===== config.mk =====
export PLATFORM = sky130hd
export DESIGN_NAME = atm_cell_finisher
export DESIGN_NICKNAME = d
export VERILOG_FILES = /design/src/rtl/cellfin_pkg.sv /design/src/rtl/cellfin_pos.sv /design/src/rtl/cellfin_hec.sv /design/src/rtl/cellfin_scr.sv /design/src/rtl/atm_cell_finisher.sv
export SDC_FILE = /design/constraint.sdc
export NUM_CORES = 1
export LEC_CHECK = 0
export BUFFER_PORTS_ARGS = -buffer_cell sky130_fd_sc_hd__buf_2
export CELL_PAD_IN_SITES_DETAIL_PLACEMENT = 0
export CELL_PAD_IN_SITES_GLOBAL_PLACEMENT = 1
export CORE_ASPECT_RATIO = 0.9
export CORE_MARGIN = 1
export CORE_UTILIZATION = 52
export CTS_CLUSTER_DIAMETER = 120
export DETAILED_ROUTE_END_ITERATION = 7
export PLACE_DENSITY = 0.92
export SLEW_MARGIN = 40
export SYNTH_ARGS = -nofsm -noshare
export SYNTH_HDL_FRONTEND = slang
export SYNTH_HIERARCHICAL = 1
export SYNTH_SLANG_ARGS = --single-unit
export TNS_END_PERCENT = 50

===== constraint.sdc =====
create_clock -name clk -period 6.26 [get_ports clk]
set_input_delay 0.939 -clock clk [delete_from_list [all_inputs] [get_ports clk]]
set_output_delay 0.939 -clock clk [all_outputs]
set_load 0.01 [all_outputs]

===== src/rtl/cellfin_pkg.sv =====
package cellfin_pkg;
  // One byte of a left-shifting CRC-8, MSB of the data byte first.
  function automatic logic [7:0] crc8_step(input logic [7:0] crc,
                                           input logic [7:0] d,
                                           input logic [7:0] poly);
    logic [7:0] c;
    logic       fb;
    c = crc;
    for (int i = 7; i >= 0; i--) begin
      fb = c[7] ^ d[i];
      c  = {c[6:0], 1'b0} ^ (fb ? poly : 8'h00);
    end
    return c;
  endfunction
endpackage


===== src/rtl/cellfin_pos.sv =====
module cellfin_pos #(
  parameter int CELL_OCTETS = 53,
  localparam int IW = $clog2(CELL_OCTETS)
) (
  input  logic          clk,
  input  logic          rst_n,
  input  logic          step,
  input  logic          soc,
  output logic [IW-1:0] idx,
  output logic          first
);
  logic [IW-1:0] cnt_q;
  localparam logic [IW-1:0] LAST = IW'(CELL_OCTETS - 1);

  assign idx   = soc ? '0 : cnt_q;
  assign first = (idx == '0);

  always_ff @(posedge clk) begin
    if (!rst_n)    cnt_q <= '0;
    else if (step) cnt_q <= (idx == LAST) ? '0 : idx + 1'b1;
  end

  // the counter never leaves the cell range
  assert_cnt_range_R8: assert property (@(posedge clk) disable iff (!rst_n)
    cnt_q <= LAST);
endmodule


===== src/rtl/cellfin_hec.sv =====
module cellfin_hec #(
  parameter int           CELL_OCTETS = 53,
  parameter int           HDR_OCTETS  = 4,
  parameter logic [7:0]   POLY        = 8'h07,
  parameter logic [7:0]   COSET       = 8'h55,
  localparam int          IW          = $clog2(CELL_OCTETS)
) (
  input  logic          clk,
  input  logic          rst_n,
  input  logic          step,
  input  logic [IW-1:0] idx,
  input  logic [7:0]    din,
  output logic [7:0]    hec
);
  import cellfin_pkg::*;
  localparam logic [IW-1:0] HDR = IW'(HDR_OCTETS);

  logic [7:0] crc_q;
  logic       hdr_step;

  assign hdr_step = step && (idx < HDR);
  assign hec      = crc_q ^ COSET;

  always_ff @(posedge clk) begin
    if (!rst_n)        crc_q <= '0;
    else if (hdr_step) crc_q <= crc8_step((idx == '0) ? 8'h00 : crc_q, din, POLY);
  end

  // the CRC only moves on header octets
  assert_crc_hold_R2: assert property (@(posedge clk) disable iff (!rst_n)
    (step && idx >= HDR) |=> $stable(crc_q));
endmodule


===== src/rtl/cellfin_scr.sv =====
module cellfin_scr #(
  parameter int SCR_LEN = 43
) (
  input  logic       clk,
  input  logic       rst_n,
  input  logic       step,
  input  logic       active,
  input  logic [7:0] din,
  output logic [7:0] dout
);
  logic [SCR_LEN-1:0] hist_q;
  logic [SCR_LEN-1:0] hist_n;
  logic [7:0]         scr_byte;
  logic               adv;

  always_comb begin
    hist_n   = hist_q;
    scr_byte = '0;
    for (int i = 7; i >= 0; i--) begin
      scr_byte[i] = din[i] ^ hist_n[SCR_LEN-1];
      hist_n      = {hist_n[SCR_LEN-2:0], scr_byte[i]};
    end
  end

  assign adv  = step && active;
  assign dout = active ? scr_byte : din;

  always_ff @(posedge clk) begin
    if (!rst_n)   hist_q <= '0;
    else if (adv) hist_q <= hist_n;
  end

  // history frozen on header octets and when scrambling is off
  assert_hist_hold_R6: assert property (@(posedge clk) disable iff (!rst_n)
    (!adv) |=> $stable(hist_q));
  // the newest history byte is the scrambled byte just emitted
  assert_hist_feed_R5: assert property (@(posedge clk) disable iff (!rst_n)
    adv |=> hist_q[7:0] == $past(dout));
endmodule


===== src/rtl/atm_cell_finisher.sv =====
module atm_cell_finisher #(
  parameter int         CELL_OCTETS = 53,
  parameter int         HDR_OCTETS  = 4,
  parameter int         SCR_LEN     = 43,
  parameter logic [7:0] HEC_POLY    = 8'h07,
  parameter logic [7:0] HEC_COSET   = 8'h55
) (
  input  logic       clk,
  input  logic       rst_n,
  input  logic       hec_en,
  input  logic       scr_en,
  input  logic       in_valid,
  output logic       in_ready,
  input  logic [7:0] in_data,
  input  logic       in_soc,
  output logic       out_valid,
  input  logic       out_ready,
  output logic [7:0] out_data,
  output logic       out_soc
);
  localparam int IW = $clog2(CELL_OCTETS);
  localparam logic [IW-1:0] HEC_IDX = IW'(HDR_OCTETS);

  logic          fire;
  logic [IW-1:0] idx;
  logic          first;
  logic          is_hec;
  logic          is_pay;
  logic [7:0]    hec_byte;
  logic [7:0]    scr_out;
  logic [7:0]    next_byte;
  logic          ov_q;
  logic [7:0]    od_q;
  logic          os_q;

  assign in_ready = !ov_q || out_ready;
  assign fire     = in_valid && in_ready;
  assign is_hec   = (idx == HEC_IDX);
  assign is_pay   = (idx > HEC_IDX);

  cellfin_pos #(.CELL_OCTETS(CELL_OCTETS)) u_pos (
    .clk(clk), .rst_n(rst_n), .step(fire), .soc(in_soc),
    .idx(idx), .first(first));

  cellfin_hec #(.CELL_OCTETS(CELL_OCTETS), .HDR_OCTETS(HDR_OCTETS),
                .POLY(HEC_POLY), .COSET(HEC_COSET)) u_hec (
    .clk(clk), .rst_n(rst_n), .step(fire), .idx(idx), .din(in_data),
    .hec(hec_byte));

  cellfin_scr #(.SCR_LEN(SCR_LEN)) u_scr (
    .clk(clk), .rst_n(rst_n), .step(fire), .active(is_pay && scr_en),
    .din(in_data), .dout(scr_out));

  assign next_byte = (is_hec && hec_en) ? hec_byte : scr_out;

  always_ff @(posedge clk) begin
    if (!rst_n) begin
      ov_q <= 1'b0;
      od_q <= '0;
      os_q <= 1'b0;
    end else begin
      if (in_ready) ov_q <= in_valid;
      if (fire) begin
        od_q <= next_byte;
        os_q <= first;
      end
    end
  end

  assign out_valid = ov_q;
  assign out_data  = od_q;
  assign out_soc   = os_q;

  assert_stall_hold_R9: assert property (@(posedge clk) disable iff (!rst_n)
    (out_valid && !out_ready) |=> (out_valid && $stable(out_data) && $stable(out_soc)));
  assert_stall_ready_R9: assert property (@(posedge clk) disable iff (!rst_n)
    (out_valid && !out_ready) |-> !in_ready);
  assert_latency_R7: assert property (@(posedge clk) disable iff (!rst_n)
    fire |=> out_valid);
  assert_soc_mark_R8: assert property (@(posedge clk) disable iff (!rst_n)
    (fire && in_soc) |=> out_soc);
  assert_hdr_pass_R10: assert property (@(posedge clk) disable iff (!rst_n)
    (fire && idx < HEC_IDX) |=> out_data == $past(in_data));
  assert_hec_off_R3: assert property (@(posedge clk) disable iff (!rst_n)
    (fire && is_hec && !hec_en) |=> out_data == $past(in_data));
  assert_hec_on_R2: assert property (@(posedge clk) disable iff (!rst_n)
    (fire && is_hec && hec_en) |=> out_data == $past(hec_byte));
  assert_pay_off_R6: assert property (@(posedge clk) disable iff (!rst_n)
    (fire && is_pay && !scr_en) |=> out_data == $past(in_data));
endmodule


==> impl_metrics.env, run 1 <==
export IMPL_dieWidth_um=95.7
export IMPL_ff2ff_path_depth=6
export IMPL_clock_sinks=67
export IMPL_grt_first_pass_wirelength_um=12400
export IMPL_worst_path_buf_inv=2
export IMPL_total_power_mw=0.975
export IMPL_ys_flop_type="dfxtp_1"
export IMPL_clock_fmax_mhz=376
export IMPL_wl_um=7640
export IMPL_cap_violations=0
export IMPL_antenna_found_initial=0
export IMPL_critPathLaunchType="primary input"
export IMPL_grt_pass1_vias=2596
export IMPL_critPathLaunch="in_soc"
export IMPL_drive_gt1_frac=0.391
export IMPL_synthArstFlopShare=0
export IMPL_routedWlPerCell_um=15.0
export IMPL_start_util=0.542
export IMPL_p_leak_nw=1.51
export IMPL_core_area_mm2=0.00758
export IMPL_setup_viol=0
export IMPL_fin_skew_ps=7.55
export IMPL_slew_viol_final=0
export IMPL_die_h_um=86.3
export IMPL_cts_tree="yes"
export IMPL_grt_max_degree=56
export IMPL_cp_arrival_ps=2860
export IMPL_cp_required_ps=6460
export IMPL_synth_fp_nets=420
export IMPL_ys_warn_count=6
export IMPL_cts_buffers=9
export IMPL_yosysSeqAreaShare=0.327
export IMPL_critPathCaptureType="flop"
export IMPL_cts_resized=0
export IMPL_antennaDiodeCount=0
export IMPL_crit_slowest_cell="buf_4"
export IMPL_io_pins=26
export IMPL_dieArea_mm2=0.00826
export IMPL_drtIter0Drc=129
export IMPL_syn_avg_cell_area_um2=10.1
export IMPL_final_hold_violation_count=0
export IMPL_period_needed_ps=2660
export IMPL_gp_congestion=0.827
export IMPL_netlist_area_mm2=0.00411
export IMPL_drcViolationCount=0
export IMPL_num_nets_final=424
export IMPL_cts_root_buf="clkbuf_8"
export IMPL_cpPeakStageDelay_ps=460
export IMPL_drt_pass1_iter_count=6
export IMPL_detail_route_antenna_nets=0
export IMPL_rsz0062_at_grt="no"
export IMPL_synth_top_area_frac=0.327
export IMPL_irDropWorstVdd_mv=0.110
export IMPL_clk_latency_ps=350
export IMPL_powerDensity_mw_per_mm2=230
export IMPL_ys_ff_latch=67
export IMPL_period_share=0.425
export IMPL_ys_top_cells_by_area="dfxtp_1 33%, a21bo_2 7.3%, a21oi_2 6.4%, xnor2_1 6.4%, nand3_2 4.9%"
export IMPL_synth_distinct_cells=60
export IMPL_grt_usage=0.197
export IMPL_hold_buffers=0
export IMPL_status="completed"
export IMPL_fin_tns_setup_ps=0
export IMPL_slew_headroom=0.562
export IMPL_critPathTopFamily="simple AND/OR/NAND/NOR gates"
export IMPL_r2r_slack_ps=3810
export IMPL_critPathKind="in -> reg"
export IMPL_vias=2889
export IMPL_dpl_hpwl_um=5060
export IMPL_hp_class="reg -> reg"
export IMPL_clkTransAtPathRegs_ps=70
export IMPL_crit_fanout=48
export IMPL_tightest_slew_ps=658
export IMPL_htreeDepth=3
export IMPL_regToRegStartpoint="u_pos/cnt_q[2]"
export IMPL_routed_via_density=5.66
export IMPL_portBuffers=25
export IMPL_area_growth_pct=3.44
export IMPL_cts_buffer_depth=2
export IMPL_worstSetupEndpoint="u_scr/hist_q[2]"
export IMPL_cp_num_cells=7
export IMPL_post_cts_buffers=0
export IMPL_synth_edff_count=0
export IMPL_synth_top_area_cell="dfxtp_1"
export IMPL_overflow=0
export IMPL_path_cells="buf_2 -> nor2b_1 -> o21ai_0 -> a21boi_4 -> buf_4 -> and2_4 -> a211oi_2"
export IMPL_row_count=30
export IMPL_rr_endpoint="u_scr/hist_q[2]"
export IMPL_synthCells=405
==> synthesized netlist by cell type, types with 3 or more instances <==
| cell | number |
|---|---|
| and2_1 | 3 |
| and2_4 | 3 |
| a21o_1 | 3 |
| mux2i_1 | 9 |
| buf_6 | 9 |
| a211oi_2 | 9 |
| inv_1 | 8 |
| buf_12 | 5 |
| a21boi_0 | 3 |
| a21oi_2 | 30 |
| xnor2_1 | 30 |
| nor2b_1 | 7 |
| buf_8 | 3 |
| a211oi_1 | 3 |
| a21bo_2 | 30 |
| o21ai_0 | 13 |
| buf_2 | 8 |
| nor2_1 | 11 |
| and3_1 | 3 |
| a21bo_1 | 5 |
| nand3b_1 | 3 |
| buf_4 | 9 |
| nand2_1 | 18 |
| nand3_2 | 20 |
| o32ai_1 | 3 |
| nand3_1 | 15 |
| xnor2_2 | 7 |
| dfxtp_1 | 67 |
| a21oi_1 | 25 |
| nand2_2 | 5 |
==> per-stage QoR <==
stage	util	cell area [µm²]	std cells	hold slack [ps]	setup slack, ps
floorplan	-	4110	405	433	3610
global placement	0.531	4020	493	438	3240
detailed placement	0.534	4050	494	442	3250
CTS	0.560	4250	510	447	3590
global route	0.560	4250	510	468	3440
finish	0.560	4250	510	447	3600
==> how the worst min path moves through the flow <==
| stage | endpoint | slack, ps | from | cells after the start |
|---|---|---|---|---|
| 6_report | u_scr/hist_q[29] | 450 | u_scr/hist_q[21] | 2 |
| 5_1_grt | u_scr/hist_q[30] | 470 | u_scr/hist_q[22] | 2 |
| 4_1_cts | u_scr/hist_q[26] | 450 | u_scr/hist_q[18] | 2 |
| 3_5_place_dp | u_scr/hist_q[26] | 440 | u_scr/hist_q[18] | 2 |
| 3_3_place_gp | u_scr/hist_q[16] | 440 | u_scr/hist_q[8] | 2 |
| 2_1_floorplan | u_scr/hist_q[16] | 430 | u_scr/hist_q[8] | 2 |
==> kinds of logic after synthesis <==
logic type             share of synthesized area
AO/OA/AOI/OAI                              0.281
XOR/XNOR                                   0.102
buffers and inverters                     0.0953
flip-flops                                 0.327
multiplexers                              0.0219
AND/OR/NAND/NOR                            0.173
==> tightest hold or removal path, stage by stage (launching register included) <==
cell and delay, ps:
dfxtp_1 310, nand3_2 60, a21oi_2 40
==> registers in the layout, indices dropped and copies added, names as in the netlist <==
name,flops
out_valid,1
u_hec/crc_q,8
u_pos/cnt_q,6
u_scr/hist_q,43
out_soc,1
out_data,8
==> per-layer routing <==
metal  track usage  part of all wire  vias to the layer above
li1              -                 -                     1447
met1         0.270              0.49                     1375
met2         0.294              0.44                       53
met3        0.0614             0.045                       14
met4        0.0651             0.017                        0
met5             0                 0                        -
==> area by class of cell <==
class / count / area, µm²
Clock buffer: 10 / 138
Inverter: 9 / 36.3
Timing Repair Buffer: 28 / 160
Tap cell: 96 / 120
Sequential cell: 67 / 1340
Fill cell: 689 / 3330
Clock inverter: 6 / 65.1
Multi-Input combinational cell: 294 / 2390
==> cells in the final DEF (no fill, tap or decap), drive strengths merged, types with 2 or more instances in the layout <==
cell type / n
xor2: 3
o32ai: 3
nor2b: 7
o311a: 2
xnor2: 37
mux2i: 9
a41o: 2
nand3: 35
and2: 6
buf: 28
clkinv: 4
o31ai: 2
a21bo: 35
nand4: 2
nor2: 11
and4b: 2
clkbuf: 10
a21boi: 3
a21o: 3
inv: 9
nor4: 2
o21ai: 15
nand3b: 3
nand2: 23
dfxtp: 67
nor3b: 2
a211oi: 12
a21oi: 55
and3: 3
nor3: 4
==> power by group <==
part | total, mW | switching, mW | leakage (nW) | internal (mW)
registers | 0.454 | 0.0146 | 0.544 | 0.439
logic | 0.156 | 0.0953 | 0.868 | 0.0612
clock network | 0.365 | 0.171 | 0.102 | 0.195
total | 0.975 | 0.280 | 1.51 | 0.695
No activity file was read; power rests on OpenSTA's default activity.
==> inputs of run 2 (changes only) <==
Settings changed: CORE_UTILIZATION 52 to 44, PLACE_DENSITY 0.92 to 0.84.
Clock period 6.26 ns to 2.4 ns, I/O delays scaled along.
==> run 2 against run 1 <==
  * First-iteration DRC count down 7.8%
  * Routed wire length up 2.8%
  * Global-route usage down 2.8 points
  * Die area up 18%
  * Hold slack worse by 180 ps
  * Cell count up 6.3%
  * Register-to-register slack worse by 3500 ps
  * Core utilization down 7.7 points
  * Clock skew up 2.1 ps
  * Critical endpoint is now out_data[7]
  * Largest cell class unchanged
==> impl_metrics.env, run 2 (synthesis results as in run 1) <==
export IMPL_die_h_um=93.7
export IMPL_final_hold_violation_count=0
export IMPL_area_growth_pct=6.98
export IMPL_detail_route_antenna_nets=0
export IMPL_p_switching_mw=0.762
export IMPL_largest_register="u_scr/hist_q"
export IMPL_regToRegStartpoint="u_pos/cnt_q[3]"
export IMPL_crit_fanout=47
export IMPL_dieArea_mm2=0.00973
export IMPL_r2r_slack_ps=310
export IMPL_grt_first_pass_wirelength_um=13000
export IMPL_routed_via_density=5.30
export IMPL_ff2ff_path_depth=8
export IMPL_irDropWorstVdd_mv=0.429
export IMPL_tightest_slew_ps=616
export IMPL_clkTransAtPathRegs_ps=80
export IMPL_sw_frac_of_total=0.275
export IMPL_hold_ws_ps=266
export IMPL_cts_root_buf="clkbuf_8"
export IMPL_status="completed"
export IMPL_clock_sinks=67
export IMPL_powerDensity_mw_per_mm2=630
export IMPL_final_cell_mix="67 x dfxtp_1, 30 x xnor2_1, 30 x a21bo_2, 30 x a21oi_2"
export IMPL_critPathCaptureType="flop"
export IMPL_slew_headroom=0.588
export IMPL_grt_usage=0.168
export IMPL_clk_latency_ps=350
export IMPL_start_util=0.452
export IMPL_period_share=0.869
export IMPL_cts_tree="yes"
export IMPL_internal_power_mw=2.01
export IMPL_dieWidth_um=104
export IMPL_cap_violations=0
export IMPL_routedWlPerCell_um=14.5
export IMPL_antenna_found_initial=0
export IMPL_seqPwrFrac=0.427
export IMPL_rsz0062_at_grt="no"
export IMPL_clock_fmax_mhz=480
export IMPL_comb_power_share=0.150
export IMPL_cp_arrival_ps=2380
export IMPL_critPathLaunch="u_pos/cnt_q[3]"
export IMPL_post_cts_buffers=0
export IMPL_overflow=0
export IMPL_htreeDepth=3
export IMPL_slew_viol_final=0
export IMPL_drtIter0Drc=119
export IMPL_grt_pass1_vias=2612
export IMPL_fin_skew_ps=9.69
export IMPL_hp_class="in -> reg"
export IMPL_rr_endpoint="out_data[7]"
export IMPL_worstSetupEndpoint="out_data[7]"
export IMPL_layout_commonest_cell="dfxtp_1"
export IMPL_period_needed_ps=2090
export IMPL_dpl_hpwl_um=5250
export IMPL_cts_buffers=9
export IMPL_largest_reg_flops=43
export IMPL_io_pins=26
export IMPL_gp_congestion=0.854
export IMPL_critPathKind="reg -> reg"
export IMPL_wl_um=7850
export IMPL_vias=2870
export IMPL_drive_gt1_frac=0.400
export IMPL_grt_max_degree=87
export IMPL_cts_resized=0
export IMPL_core_area_mm2=0.00908
export IMPL_fin_tns_setup_ps=0
export IMPL_drt_pass1_iter_count=4
export IMPL_row_count=33
export IMPL_critPathLaunchType="flop"
export IMPL_cp_required_ps=2690
export IMPL_cts_buffer_depth=2
export IMPL_p_leak_nw=1.57
export IMPL_antennaDiodeCount=0
export IMPL_setup_viol=0
export IMPL_drcViolationCount=0
export IMPL_hold_buffers=0
export IMPL_portBuffers=25
export IMPL_num_nets_final=430
export IMPL_p_clk_frac=0.423
## run 2: area by class of cell
type	instances	area, µm²
Inverter	9	33.8
Sequential cell	67	1340
Clock inverter	7	124
Timing Repair Buffer	34	230
Tap cell	122	153
Multi-Input combinational cell	294	2390
Clock buffer	9	124
Fill cell	837	4690
## run 2: critical path: stages, from the launching register on
cell and delay [ps]:
dfxtp_1 490, nor2b_1 370, nor3_2 150, a21boi_4 170, buf_12 250, nand2_1 100
xnor2_1 210, mux2i_1 130, a21oi_1 140
## run 2: worst min path at each step
stage | startpoint | to | slack (ps) | depth (start not counted)
2_1_floorplan | u_scr/hist_q[8] | u_scr/hist_q[16] | 430 | 2
6_report | in_valid | out_valid | 270 | 3
3_3_place_gp | u_scr/hist_q[21] | u_scr/hist_q[29] | 440 | 2
5_1_grt | in_valid | out_valid | 260 | 3
3_5_place_dp | u_scr/hist_q[21] | u_scr/hist_q[29] | 440 | 2
4_1_cts | in_valid | out_valid | 250 | 3
## run 2: layer usage
layer,vias up,share of wire,track usage
met2,56,0.44,0.250
met4,0,0.013,0.0667
met3,8,0.042,0.0437
met5,-,0,0
li1,1455,-,-
met1,1351,0.50,0.232
## run 2: power by group through the flow
stage | clock network (mW) | registers, mW | logic (mW)
after floorplan | 0 | 1.21 | 0.340
after global placement | 0 | 1.21 | 0.399
after detailed placement | 0 | 1.21 | 0.410
after CTS | 1.20 | 1.18 | 0.412
after global routing | 1.26 | 1.19 | 0.453
final | 1.17 | 1.18 | 0.414
## run 2: per-stage QoR
stage | util | cells | instance area (µm²) | setup slack (ps) | power, mW
floorplan | - | 405 | 4110 | 330 | 1.55
global placement | 0.456 | 526 | 4150 | 393 | 1.61
detailed placement | 0.456 | 526 | 4150 | 302 | 1.62
CTS | 0.484 | 542 | 4390 | 329 | 2.79
global route | 0.484 | 542 | 4390 | 197 | 2.90
finish | 0.484 | 542 | 4390 | 315 | 2.77
